### config.mk
export PLATFORM = sky130hd
export DESIGN_NAME = shreg_stack
export DESIGN_NICKNAME = d
export VERILOG_FILES = /design/src/rtl/stk_pkg.sv /design/src/rtl/stk_op_decode.sv /design/src/rtl/stk_cell.sv /design/src/rtl/shreg_stack.sv
export SDC_FILE = /design/constraint.sdc
export NUM_CORES = 1
export LEC_CHECK = 0
export BUFFER_PORTS_ARGS = -buffer_cell sky130_fd_sc_hd__buf_2
export CORE_MARGIN = 4
export CORE_UTILIZATION = 60
export CTS_CLUSTER_SIZE = 12
export DETAILED_ROUTE_END_ITERATION = 10
export PLACE_DENSITY = 0.77
export SETUP_SLACK_MARGIN = 0.4
export SYNTH_ARGS = -nofsm -noshare
export SYNTH_HDL_FRONTEND = slang
export SYNTH_HIERARCHICAL = 1
export SYNTH_SLANG_ARGS = --single-unit
### constraint.sdc
create_clock -name clk -period 2.4 [get_ports clk]
set_input_delay 0.48 -clock clk [delete_from_list [all_inputs] [get_ports clk]]
set_output_delay 0.48 -clock clk [all_outputs]
set_load 0.01 [all_outputs]
### src/rtl/stk_pkg.sv
package stk_pkg;
    typedef enum logic [1:0] {
        OP_HOLD    = 2'd0,
        OP_PUSH    = 2'd1,
        OP_POP     = 2'd2,
        OP_REPLACE = 2'd3
    } stk_op_e;
endpackage

### src/rtl/stk_op_decode.sv
module stk_op_decode
    import stk_pkg::*;
(
    input  logic    push_i,
    input  logic    pop_i,
    output stk_op_e op_o
);
    always_comb begin
        unique case ({push_i, pop_i})
            2'b10:   op_o = OP_PUSH;
            2'b01:   op_o = OP_POP;
            2'b11:   op_o = OP_REPLACE;
            default: op_o = OP_HOLD;
        endcase
    end
endmodule

### src/rtl/stk_cell.sv
module stk_cell
    import stk_pkg::*;
#(
    parameter int  WIDTH  = 16,
    parameter bit  IS_TOP = 1'b0
) (
    input  logic             clk,
    input  logic             rst_n,
    input  stk_op_e          op_i,
    input  logic [WIDTH-1:0] above_i,
    input  logic [WIDTH-1:0] below_i,
    output logic [WIDTH-1:0] q_o
);
    logic [WIDTH-1:0] nxt;

    // Next value of this entry for each operation
    always_comb begin
        unique case (op_i)
            OP_PUSH:    nxt = above_i;
            OP_POP:     nxt = below_i;
            OP_REPLACE: nxt = IS_TOP ? above_i : q_o;
            default:    nxt = q_o;
        endcase
    end

    always_ff @(posedge clk) begin
        if (!rst_n) q_o <= '0;
        else        q_o <= nxt;
    end
endmodule

### src/rtl/shreg_stack.sv
module shreg_stack
    import stk_pkg::*;
#(
    parameter int WIDTH = 16,
    parameter int DEPTH = 15
) (
    input  logic             clk,
    input  logic             rst_n,
    input  logic             push_i,
    input  logic             pop_i,
    input  logic [WIDTH-1:0] wdata_i,
    output logic [WIDTH-1:0] top_o
);
    localparam int LAST = DEPTH - 1;

    stk_op_e                      op;
    logic [DEPTH-1:0][WIDTH-1:0]  ent;

    stk_op_decode i_dec (
        .push_i (push_i),
        .pop_i  (pop_i),
        .op_o   (op)
    );

    for (genvar i = 0; i < DEPTH; i++) begin : g_ent
        logic [WIDTH-1:0] above;
        logic [WIDTH-1:0] below;

        if (i == 0) begin : g_head
            assign above = wdata_i;
        end else begin : g_mid_a
            assign above = ent[i-1];
        end

        if (i == LAST) begin : g_tail
            assign below = ent[i];
        end else begin : g_mid_b
            assign below = ent[i+1];
        end

        stk_cell #(.WIDTH(WIDTH), .IS_TOP(i == 0)) i_cell (
            .clk     (clk),
            .rst_n   (rst_n),
            .op_i    (op),
            .above_i (above),
            .below_i (below),
            .q_o     (ent[i])
        );
    end

    assign top_o = ent[0];
endmodule

# After elaboration in Yosys (flattened, before gate mapping)
# Cells that the tools add are included.
classes:
  n_reduce_logical: 3
  muxes: 15
  eq_ne: 6
op_table:
  columns: ["op", "n"]
  rows:
  - ["16-bit one-hot mux with 2 select lines", 14]
  - ["2-bit == test (second input constant)", 4]
  - ["2-bit one-hot mux with 3 select lines", 1]
  - ["2-bit by 1-bit == test with 1-bit output (second input constant)", 2]
  - ["2-bit nonzero test", 2]
  - ["2-bit OR reduction", 1]
totals:
  inputBits: 20
  ff_bits: 240
  out_inout_bits: 16
  elab_cells: 39

# Logic depth before layout (Yosys ltp)
# Gate-level depths: netlist of the first run.
logic_depth:
  word_depth: 5
  ltp_mapped: 7
  ltp_nobuf: 4

# Cells and area by module
# Netlist of the first run, hierarchy kept.
by_module_without_submodules:
  columns: ["mod", "seq_area_each_um2", "area_each_um2", "cells_per_inst", "instances"]
  rows:
  - ["stk_cell (g_ent[10].i_cell ...)", 320.3, 868.3, 73, 14]
  - ["stk_cell (g_ent[0].i_cell)", 320.3, 852.1, 71, 1]
  - ["stk_op_decode", 0.0, 7.5, 2, 1]

# Least setup slack after synthesis of the first run
# Ideal clock, no wire load.
synth_path:
  kind: "in2reg"
  start: "in push_i"
  end: "reg g_ent[10].i_cell.q_o[4]"
  path_buffers: 2
  arrival_ns: 1.943
  slack_ns: 0.340
  required_ns: 2.284
  setup_ns: 0.116
  cell_stages: 6
  path_cell_list: "clkbuf_1 -> inv_1 -> ha_1 -> clkbuf_1 -> or2b_1 -> o211a_1"
synth_between:
  elab_chain_len: 4
  elab_cells_between_ends: 8
  classes_between: "eq/ne (5); mux (2); reduce/logical (1)"
synth_rtl:
  columns: ["element", "line_no", "rtl"]
  rows:
  - ["start, declared", "shreg_stack.sv:9", "input logic push_i,"]
  - ["2-bit == test or 2-bit by 1-bit == test with 1-bit output (tied branches)", "stk_op_decode.sv:9", "unique case ({push_i, pop_i})"]
  - ["2-bit one-hot mux with 3 select lines (*)", "stk_op_decode.sv:9", null]
  - ["2-bit == test or 2-bit by 1-bit == test with 1-bit output (tied branches)", null, null]
  - ["16-bit one-hot mux with 2 select lines or 2-bit nonzero test (tied branches)", null, null]
  - ["end signal, assigned", "stk_cell.sv:28", "else q_o <= nxt;"]
  - ["end, declared", "stk_cell.sv:12", "output logic [WIDTH-1:0] q_o"]
# Mark *: on every way between the ends. The rest lies on a longest branch, timed or not.
# A chain may end at the register's enable or synchronous reset.

# Worst setup path after layout of the first run
layout_path:
  start: "reg g_ent[0].i_cell.q_o[5]"
  end: "out top_o[5]"
layout_lines:
  columns: ["element", "line_no", "rtl"]
  rows:
  - ["start, declared", "stk_cell.sv:12", null]
  - ["start signal, assigned", "stk_cell.sv:28", null]
  - ["end, declared", "shreg_stack.sv:12", "output logic [WIDTH-1:0] top_o"]
# No word-level cell between the ends.

==> results by group, run 1 <==
Die
  • Chip width: 155.3 um
  • Placement Rows: 53
  • Die height: 155.3 um
  • Core ar.: 21,150 um2
  • Ports: 36
  • Initial core utilization: 0.6153
  • Die ar.: 24,110 um2

Synthesis
  • Top cells by count, synth: dfxtp_1 (240), o211a_1 (240), nand2b_1 (225)
  • Yosys cell types: 12
  • Top post-synthesis cells by area: dfxtp_1 (37%), o211a_1 (18%), mux2_4 (17%)
  • Post-synthesis async set-or-reset flop share: 0
  • Register area share after synthesis: 0.3691
  • Ys Warns: 6
  • Syn Inst Count: 1,095
  • EDFF count, synth: 0
  • Top cell type's share of synthesized area: 0.3691
  • Avg Cell Area, Syn: 11.89 um2
  • Area leader, netlist: dfxtp_1
  • Syn_nets: 1,129
  • FF+latch count, synth: 240
  • Primary FF master, synth: dfxtp_1
  • Netlist Area Pre-Place: 13,020 um2

Global route
  • Initial antenna violation count: 0
  • Met3 GRT Util: 0.02643
  • GR Layer Usage met1: 0.2678
  • Largest net degree at the start of global routing: 63
  • GR peak layer: met2
  • Vias in the first global route: 8,406
  • First-pass GRT wire length: 40,970 um
  • Total GRT Usage: 0.1948
  • Met2 GRT Util: 0.3299
  • Grt ovf: 0

Routing
  • Vias: 8,037
  • DR WL/cell: 17.04 um
  • 1st-pass router iterations: 4
  • Final ANT Viol Nets: 0
  • Final wirelength: 23,650 um
  • Via-to-Cell Ratio: 5.790
  • Iter 0 DRT Violations: 476
  • Post-route DRC violation count: 0

Worst hold path
  • Hold path cells: 3
  • Hold Path End: g_ent[0].i_cell/q_o[14]
  • Hold Crit Class: in2reg
  • Hold Path Origin: wdata_i[14]

Clock tree
  • Clock Path Buffers: 3
  • Post-CTS setup buffers: 0
  • Clk root buf: clkbuf_16
  • Hold-fix buffers at CTS: 0
  • CTS-repair resized insts: 0
  • Clock Sinks: 240
  • Cts bufs inserted: 26
  • H-tree depth: 1
  • Worst-Skew Late Latency: 0.52 ns
  • Clock-pin slew on the worst setup and hold paths: 0.06 ns
  • CTS tree: yes

STA
  • Worst Tran Pin Value: 0.4830 ns
  • Min Hold Slack: 0.2718 ns
  • Fin Setup TNS: 0 ns
  • Final setup violation count: 0
  • Clock skew: 0.009604 ns
  • Fmax: 649.4 MHz
  • Final Hold Vio Count: 0
  • Max_slew headroom: 0.6780
  • Fin crit share: 0.6417
  • RSZ-0062 raised after global routing: false
  • Pins Over Slew Limit: 0
  • Setup ws final: 0.8600 ns
  • Final min period: 1.540 ns

Layout
  • Final #Nets: 1,132
  • Diode count: 0
  • Share of cells above drive strength 1: 0.3235
  • Biggest register: g_ent.i_cell/q_o
  • P&R area growth vs syn: 7.978%
  • Max reg flops: 240
  • Cell area after layout: 14,050 um2
  • Post-Layout Cell Count: 1,388
  • Largest registers: g_ent.i_cell/q_o (240)

Critical path
  • R2R Setup Slk: 1.46 ns
  • CP Data Required Time: 1.92 ns
  • Worst-path cell chain: buf_2
  • R2R depth: 2
  • RR Startpoint: g_ent[0].i_cell/q_o[3]
  • CP max stage cell: dfxtp_1
  • Max FO, Critical Path: 3
  • Crit path buf inv count: 1
  • CP arrival: 1.06 ns
  • Slowest stage delay, CP: 0.38 ns
  • R2R Path End: g_ent[1].i_cell/q_o[3]
  • CP Launch Type: flip-flop
  • Delay-heaviest family, CP: flip-flops
  • CP endpoint kind: output port
  • Setup Crit Path Kind: reg2out

Pwr
  • Cell Pwr Density: 762.4 nW/um2
  • Pint: 0.008064 W
  • Switch share: 0.2474
  • VDD IR max: 0.0004851 V
  • Switching power: 0.002651 W
  • LEAKAGE: 8.078 nW
  • Clock power share: 0.379
  • Logic pwr share: 0.182
  • Sequential power share: 0.439

Place
  • HPWL after DPL: 16,140 um
  • Placed Cells: 1,345
  • Placed Area: 13,190 um2
  • I/O Buffers: 35
  • GPL Wtd Cong: 0.7220
  • Place WS: 0.3270 ns

Run
  • Max-cap violations: 0

Run status
  • Status: finished, final reports clean
-- worst max-delay path by stage --
| stage | cells past startpoint | slack [ns] | to | startpoint |
|---|---|---|---|---|
| after CTS | 1 | 0.84 | top_o[5] | g_ent[0].i_cell/q_o[5] |
| after detailed placement | 6 | 0.33 | g_ent[2].i_cell/q_o[4] | push_i |
| after global placement | 6 | 0.37 | g_ent[2].i_cell/q_o[4] | push_i |
| after global routing | 6 | 0.77 | g_ent[2].i_cell/q_o[4] | push_i |
| final | 1 | 0.86 | top_o[5] | g_ent[0].i_cell/q_o[5] |
| after floorplan | 6 | 0.41 | g_ent[10].i_cell/q_o[10] | pop_i |
-- kinds of logic after synthesis --
group                    Yosys count  synth area share
AND/OR/NAND/NOR                  240            0.1168
adder cells (fa/ha/maj)           14           0.01346
AO/OA/AOI/OAI                    240            0.1846
buffers and inverters            121           0.06517
flip-flops                       240            0.3691
multiplexers                     240            0.2509
-- through the flow --
| stage | util | total power [W] |
|---|---|---|
| 6_report | 0.6644 | 0.01072 |
| 3_5_place_dp | 0.6234 | 0.006731 |
| 3_3_place_gp | 0.6234 | 0.006635 |
| 4_1_cts | 0.6644 | 0.01083 |
| 2_1_floorplan | - | 0.006375 |
| 5_1_grt | 0.6644 | 0.01123 |
-- routing by layer --
| layer | wire length, um | share of wire |
|---|---|---|
| met1 | 11290 | 0.48 |
| met4 | 370 | 0.016 |
| met5 | 0 | 0 |
| met2 | 11340 | 0.48 |
| met3 | 658 | 0.028 |
-- cell usage in the layout, fill, tap and decap left out --
| cell | netlist | final |
|---|---|---|
| buf_12 | 15 | 7 |
| buf_2 | 30 | 34 |
| buf_4 | 0 | 40 |
| buf_6 | 15 | 1 |
| bufinv_16 | 0 | 3 |
| clkbuf_1 | 47 | 5 |
| clkbuf_16 | 0 | 27 |
| clkbuf_8 | 0 | 5 |
| clkinv_2 | 0 | 3 |
| dfxtp_1 | 240 | 240 |
| ha_1 | 14 | 14 |
| inv_1 | 14 | 14 |
| mux2_2 | 90 | 90 |
| mux2_4 | 150 | 150 |
| nand2b_1 | 225 | 225 |
| o211a_1 | 240 | 240 |
| or2b_1 | 15 | 15 |
-- power by group through the flow --
stage	clock network (W)	logic [W]	registers, W
4_1_cts	0.00417	0.00195	0.00471
5_1_grt	0.00433	0.00214	0.00476
2_1_floorplan	0	0.00171	0.00467
3_3_place_gp	0	0.00185	0.00479
3_5_place_dp	0	0.00194	0.00480
6_report	0.00406	0.00195	0.00470
-- final cells by class --
| type | count | area (um2) |
|---|---|---|
| inverters | 14 | 52.55 |
| clock buffers | 37 | 763.2 |
| fillers | 1564 | 7099 |
| multi-input cells | 734 | 7363 |
| well taps | 275 | 344.1 |
| repair buffers | 82 | 621.8 |
| flip-flops and latches | 240 | 4805 |
| clock inverters | 6 | 105.1 |
Note: power is estimated with default switching activity, not from simulation.
==> run 2, diff against run 1 <==
==> constraint.sdc (replaced) <==
create_clock -name clk -period 1.5 [get_ports clk]
set_input_delay 0.3 -clock clk [delete_from_list [all_inputs] [get_ports clk]]
set_output_delay 0.3 -clock clk [all_outputs]
set_load 0.01 [all_outputs]
==> run 2 against run 1 <==
Compared with the run above: combinational power up 89%; via count increased by 4.3%; non-clock buffer count grew 62; critical endpoint is now top_o[10]; largest cell class unchanged; die area is the same; clock-buffer cell count up 3; critical path depth did not move; total power up 59%; sequential share of layout area down 2.3 points.
==> results by group, run 2 (same netlist as run 1, synthesis figures left out) <==
Run status
  • Status: finished, final reports clean (unchanged)

Layout
  • Post-Route Utilization: 0.7157 (was 0.6644)
  • Share of cells above drive strength 1: 0.3915 (was 0.3235)
  • Most common library cell in the layout ignoring fill and taps: o211a_1
  • Max reg flops: 240 (unchanged)
  • Final #Nets: 1,194 (was 1,132)
  • P&R area growth vs syn: 16.31% (was 7.978%)
  • Post-Layout Cell Count: 1,450 (was 1,388)
  • Largest registers: g_ent.i_cell/q_o (240) (unchanged)
  • Diode count: 0 (unchanged)
  • Biggest register: g_ent.i_cell/q_o (unchanged)
  • Cell area after layout: 15,140 um2 (was 14,050 um2)
  • # fillers: 1,447 (was 1,564)
  • Most frequent cells in the layout: o211a_1 (240), nand2b_1 (225), dfxtp_1 (224) (was o211a_1 (240), dfxtp_1 (240), nand2b_1 (225))

STA
  • Final Hold Vio Count: 0 (unchanged)
  • Max_slew headroom: 0.7063 (was 0.6780)
  • Clock skew: 0.004415 ns (was 0.009604 ns)
  • Final setup violation count: 0 (unchanged)
  • Worst Tran Pin Value: 0.4405 ns (was 0.4830 ns)
  • Fin crit share: 0.8521
  • Pins Over Slew Limit: 0 (unchanged)
  • RSZ-0062 raised after global routing: true (was false)
  • Fmax: 782.4 MHz
  • Final min period: 1.278 ns

Routing
  • 1st-pass router iterations: 5 (was 4)
  • Final ANT Viol Nets: 0 (unchanged)
  • Via-to-Cell Ratio: 5.781 (was 5.790)
  • Met2 wire length: 12,090 um (was 11,340 um)
  • DR WL/cell: 17.12 um (was 17.04 um)
  • Uppermost routed layer: met4 (unchanged)
  • Iter 0 DRT Violations: 464 (was 476)
  • Met1 Wirelength: 11,630 um (was 11,290 um)
  • Post-route DRC violation count: 0 (unchanged)
  • Vias: 8,383 (was 8,037)
  • Met3 WL: 605 um (was 658 um)
  • Final wirelength: 24,820 um (was 23,650 um)

Critical path
  • WP depth: 1 (unchanged)
  • Worst setup endpoint: top_o[10] (was top_o[5])
  • CP arrival: 0.98 ns (was 1.06 ns)
  • Critical path startpoint: g_ent[0].i_cell/q_o[10] (was g_ent[0].i_cell/q_o[5])
  • Delay-heaviest family, CP: flip-flops (unchanged)
  • R2R Setup Slk: 0.31 ns (was 1.46 ns)
  • CP Launch Type: flip-flop (unchanged)
  • Worst-path cell chain: buf_6 (was buf_2)
  • Max FO, Critical Path: 2 (was 3)
  • Slowest stage delay, CP: 0.35 ns (was 0.38 ns)
  • CP endpoint kind: output port (unchanged)
  • Setup Crit Path Kind: reg2out (unchanged)
  • CP Data Required Time: 1.20 ns (was 1.92 ns)
  • RR Startpoint: g_ent[0].i_cell/q_o[0] (was g_ent[0].i_cell/q_o[3])
  • R2R Path End: g_ent[0].i_cell/q_o[0] (was g_ent[1].i_cell/q_o[3])
  • Crit path buf inv count: 1 (unchanged)
  • R2R depth: 4 (was 2)
  • CP max stage cell: dfxtp_2 (was dfxtp_1)

Die
  • Die height: 155.3 um (unchanged)
  • Core ar.: 21,150 um2 (unchanged)
  • Chip width: 155.3 um (unchanged)
  • Die ar.: 24,110 um2 (unchanged)
  • Placement Rows: 53 (unchanged)
  • Ports: 36 (unchanged)
  • Initial core utilization: 0.6153 (unchanged)

Clock tree
  • H-tree depth: 1 (unchanged)
  • Clock Sinks: 240 (unchanged)
  • CTS tree: yes (unchanged)
  • Cts bufs inserted: 26 (unchanged)
  • Worst-Skew Late Latency: 0.52 ns (about the same)
  • Clk root buf: clkbuf_16 (unchanged)
  • Clock Path Buffers: 3 (unchanged)
  • Clock-pin slew on the worst setup and hold paths: 0.05 ns (was 0.06 ns)

Global route
  • Largest net degree at the start of global routing: 66 (was 63)
  • Total GRT Usage: 0.2008 (was 0.1948)
  • First-pass GRT wire length: 41,970 um (was 40,970 um)
  • Grt ovf: 0 (unchanged)
  • Initial antenna violation count: 0 (unchanged)
  • Vias in the first global route: 8,646 (was 8,406)

Pwr
  • VDD IR max: 0.0008058 V (was 0.0004851 V)
  • LEAKAGE: 8.475 nW (was 8.078 nW)
  • Tot Pwr: 0.01701 W (was 0.01072 W)
  • Cell Pwr Density: 1124 nW/um2 (was 762.4 nW/um2)

Place
  • Placed Area: 14,070 um2 (was 13,190 um2)
  • GPL Wtd Cong: 0.7208 (was 0.7220)
  • I/O Buffers: 35 (unchanged)
  • HPWL after DPL: 16,750 um (was 16,140 um)
  • Placed Cells: 1,384 (was 1,345)

Worst hold path
  • Hold Crit Class: in2reg (unchanged)

Run
  • Max-cap violations: 0 (unchanged)
==> run 2: cell count changes in the layout (fill, tap and decap cells not counted), sizes merged <==
| cell | before | now |
|---|---|---|
| clkbuf | 37 | 41 |
| buf | 82 | 143 |
| bufinv | 3 | 0 |
==> run 2: final cells by class <==
type                    count  area [um2]  share of cell area
inverters                  14       52.55            0.003471
well taps                 275       344.1             0.02273
multi-input cells         734        7538              0.4979
clock inverters             3       15.01           0.0009917
clock buffers              40       744.5             0.04917
repair buffers            144        1620              0.1070
flip-flops and latches    240        4825              0.3187
==> run 2: routing by layer <==
layer,GRT usage,vias up
met4,0.04585,0
met5,0,-
li1,-,4097
met2,0.3467,91
met1,0.2680,4155
met3,0.02837,40
==> run 2: worst min path at each step <==
stage                             from  cells past startpoint                       to  slack, ns
3_3_place_gp   g_ent[14].i_cell/q_o[0]                      2  g_ent[14].i_cell/q_o[0]       0.57
3_5_place_dp   g_ent[11].i_cell/q_o[0]                      2  g_ent[11].i_cell/q_o[0]       0.58
6_report                         rst_n                      2  g_ent[0].i_cell/q_o[13]       0.06
2_1_floorplan              wdata_i[15]                      2  g_ent[0].i_cell/q_o[15]       0.53
5_1_grt                          rst_n                      2  g_ent[0].i_cell/q_o[13]       0.06
4_1_cts                          rst_n                      2  g_ent[0].i_cell/q_o[13]       0.05
==> run 2: what timing repair did <==
item	CTS	global route
endpoints found under the hold margin	0	0
gates resized for setup	32	2
setup endpoints to repair	16	22
buffers inserted	16	6
cloned	0	1
pin swaps	0	1
hold buffers	0	0
==> run 2: worst register-to-register path, cell delays in order, from the launching register on <==
cell and delay, ns:
dfxtp_2 0.32, buf_4 0.13, buf_4 0.13, mux2_4 0.27, o211a_1 0.23
==> run 2: through the flow <==
stage                     setup TNS (ns)  setup slack, ns  hold WS (ns)
after detailed placement          -18.68          -0.1145        0.5802
after CTS                              0           0.2239       0.04651
after global placement            -13.17         -0.07889        0.5745
after global routing                   0           0.2011       0.06099
after floorplan                   -1.118        -0.007986        0.5259
final                                  0           0.2218       0.06499
==> run 2: power by group <==
part,switching [W],leakage (nW),internal [W]
logic,0.00139,6.11,0.00229
clock network,0.00244,0.372,0.00338
registers,0.000478,1.99,0.00704
total,0.00431,8.47,0.0127
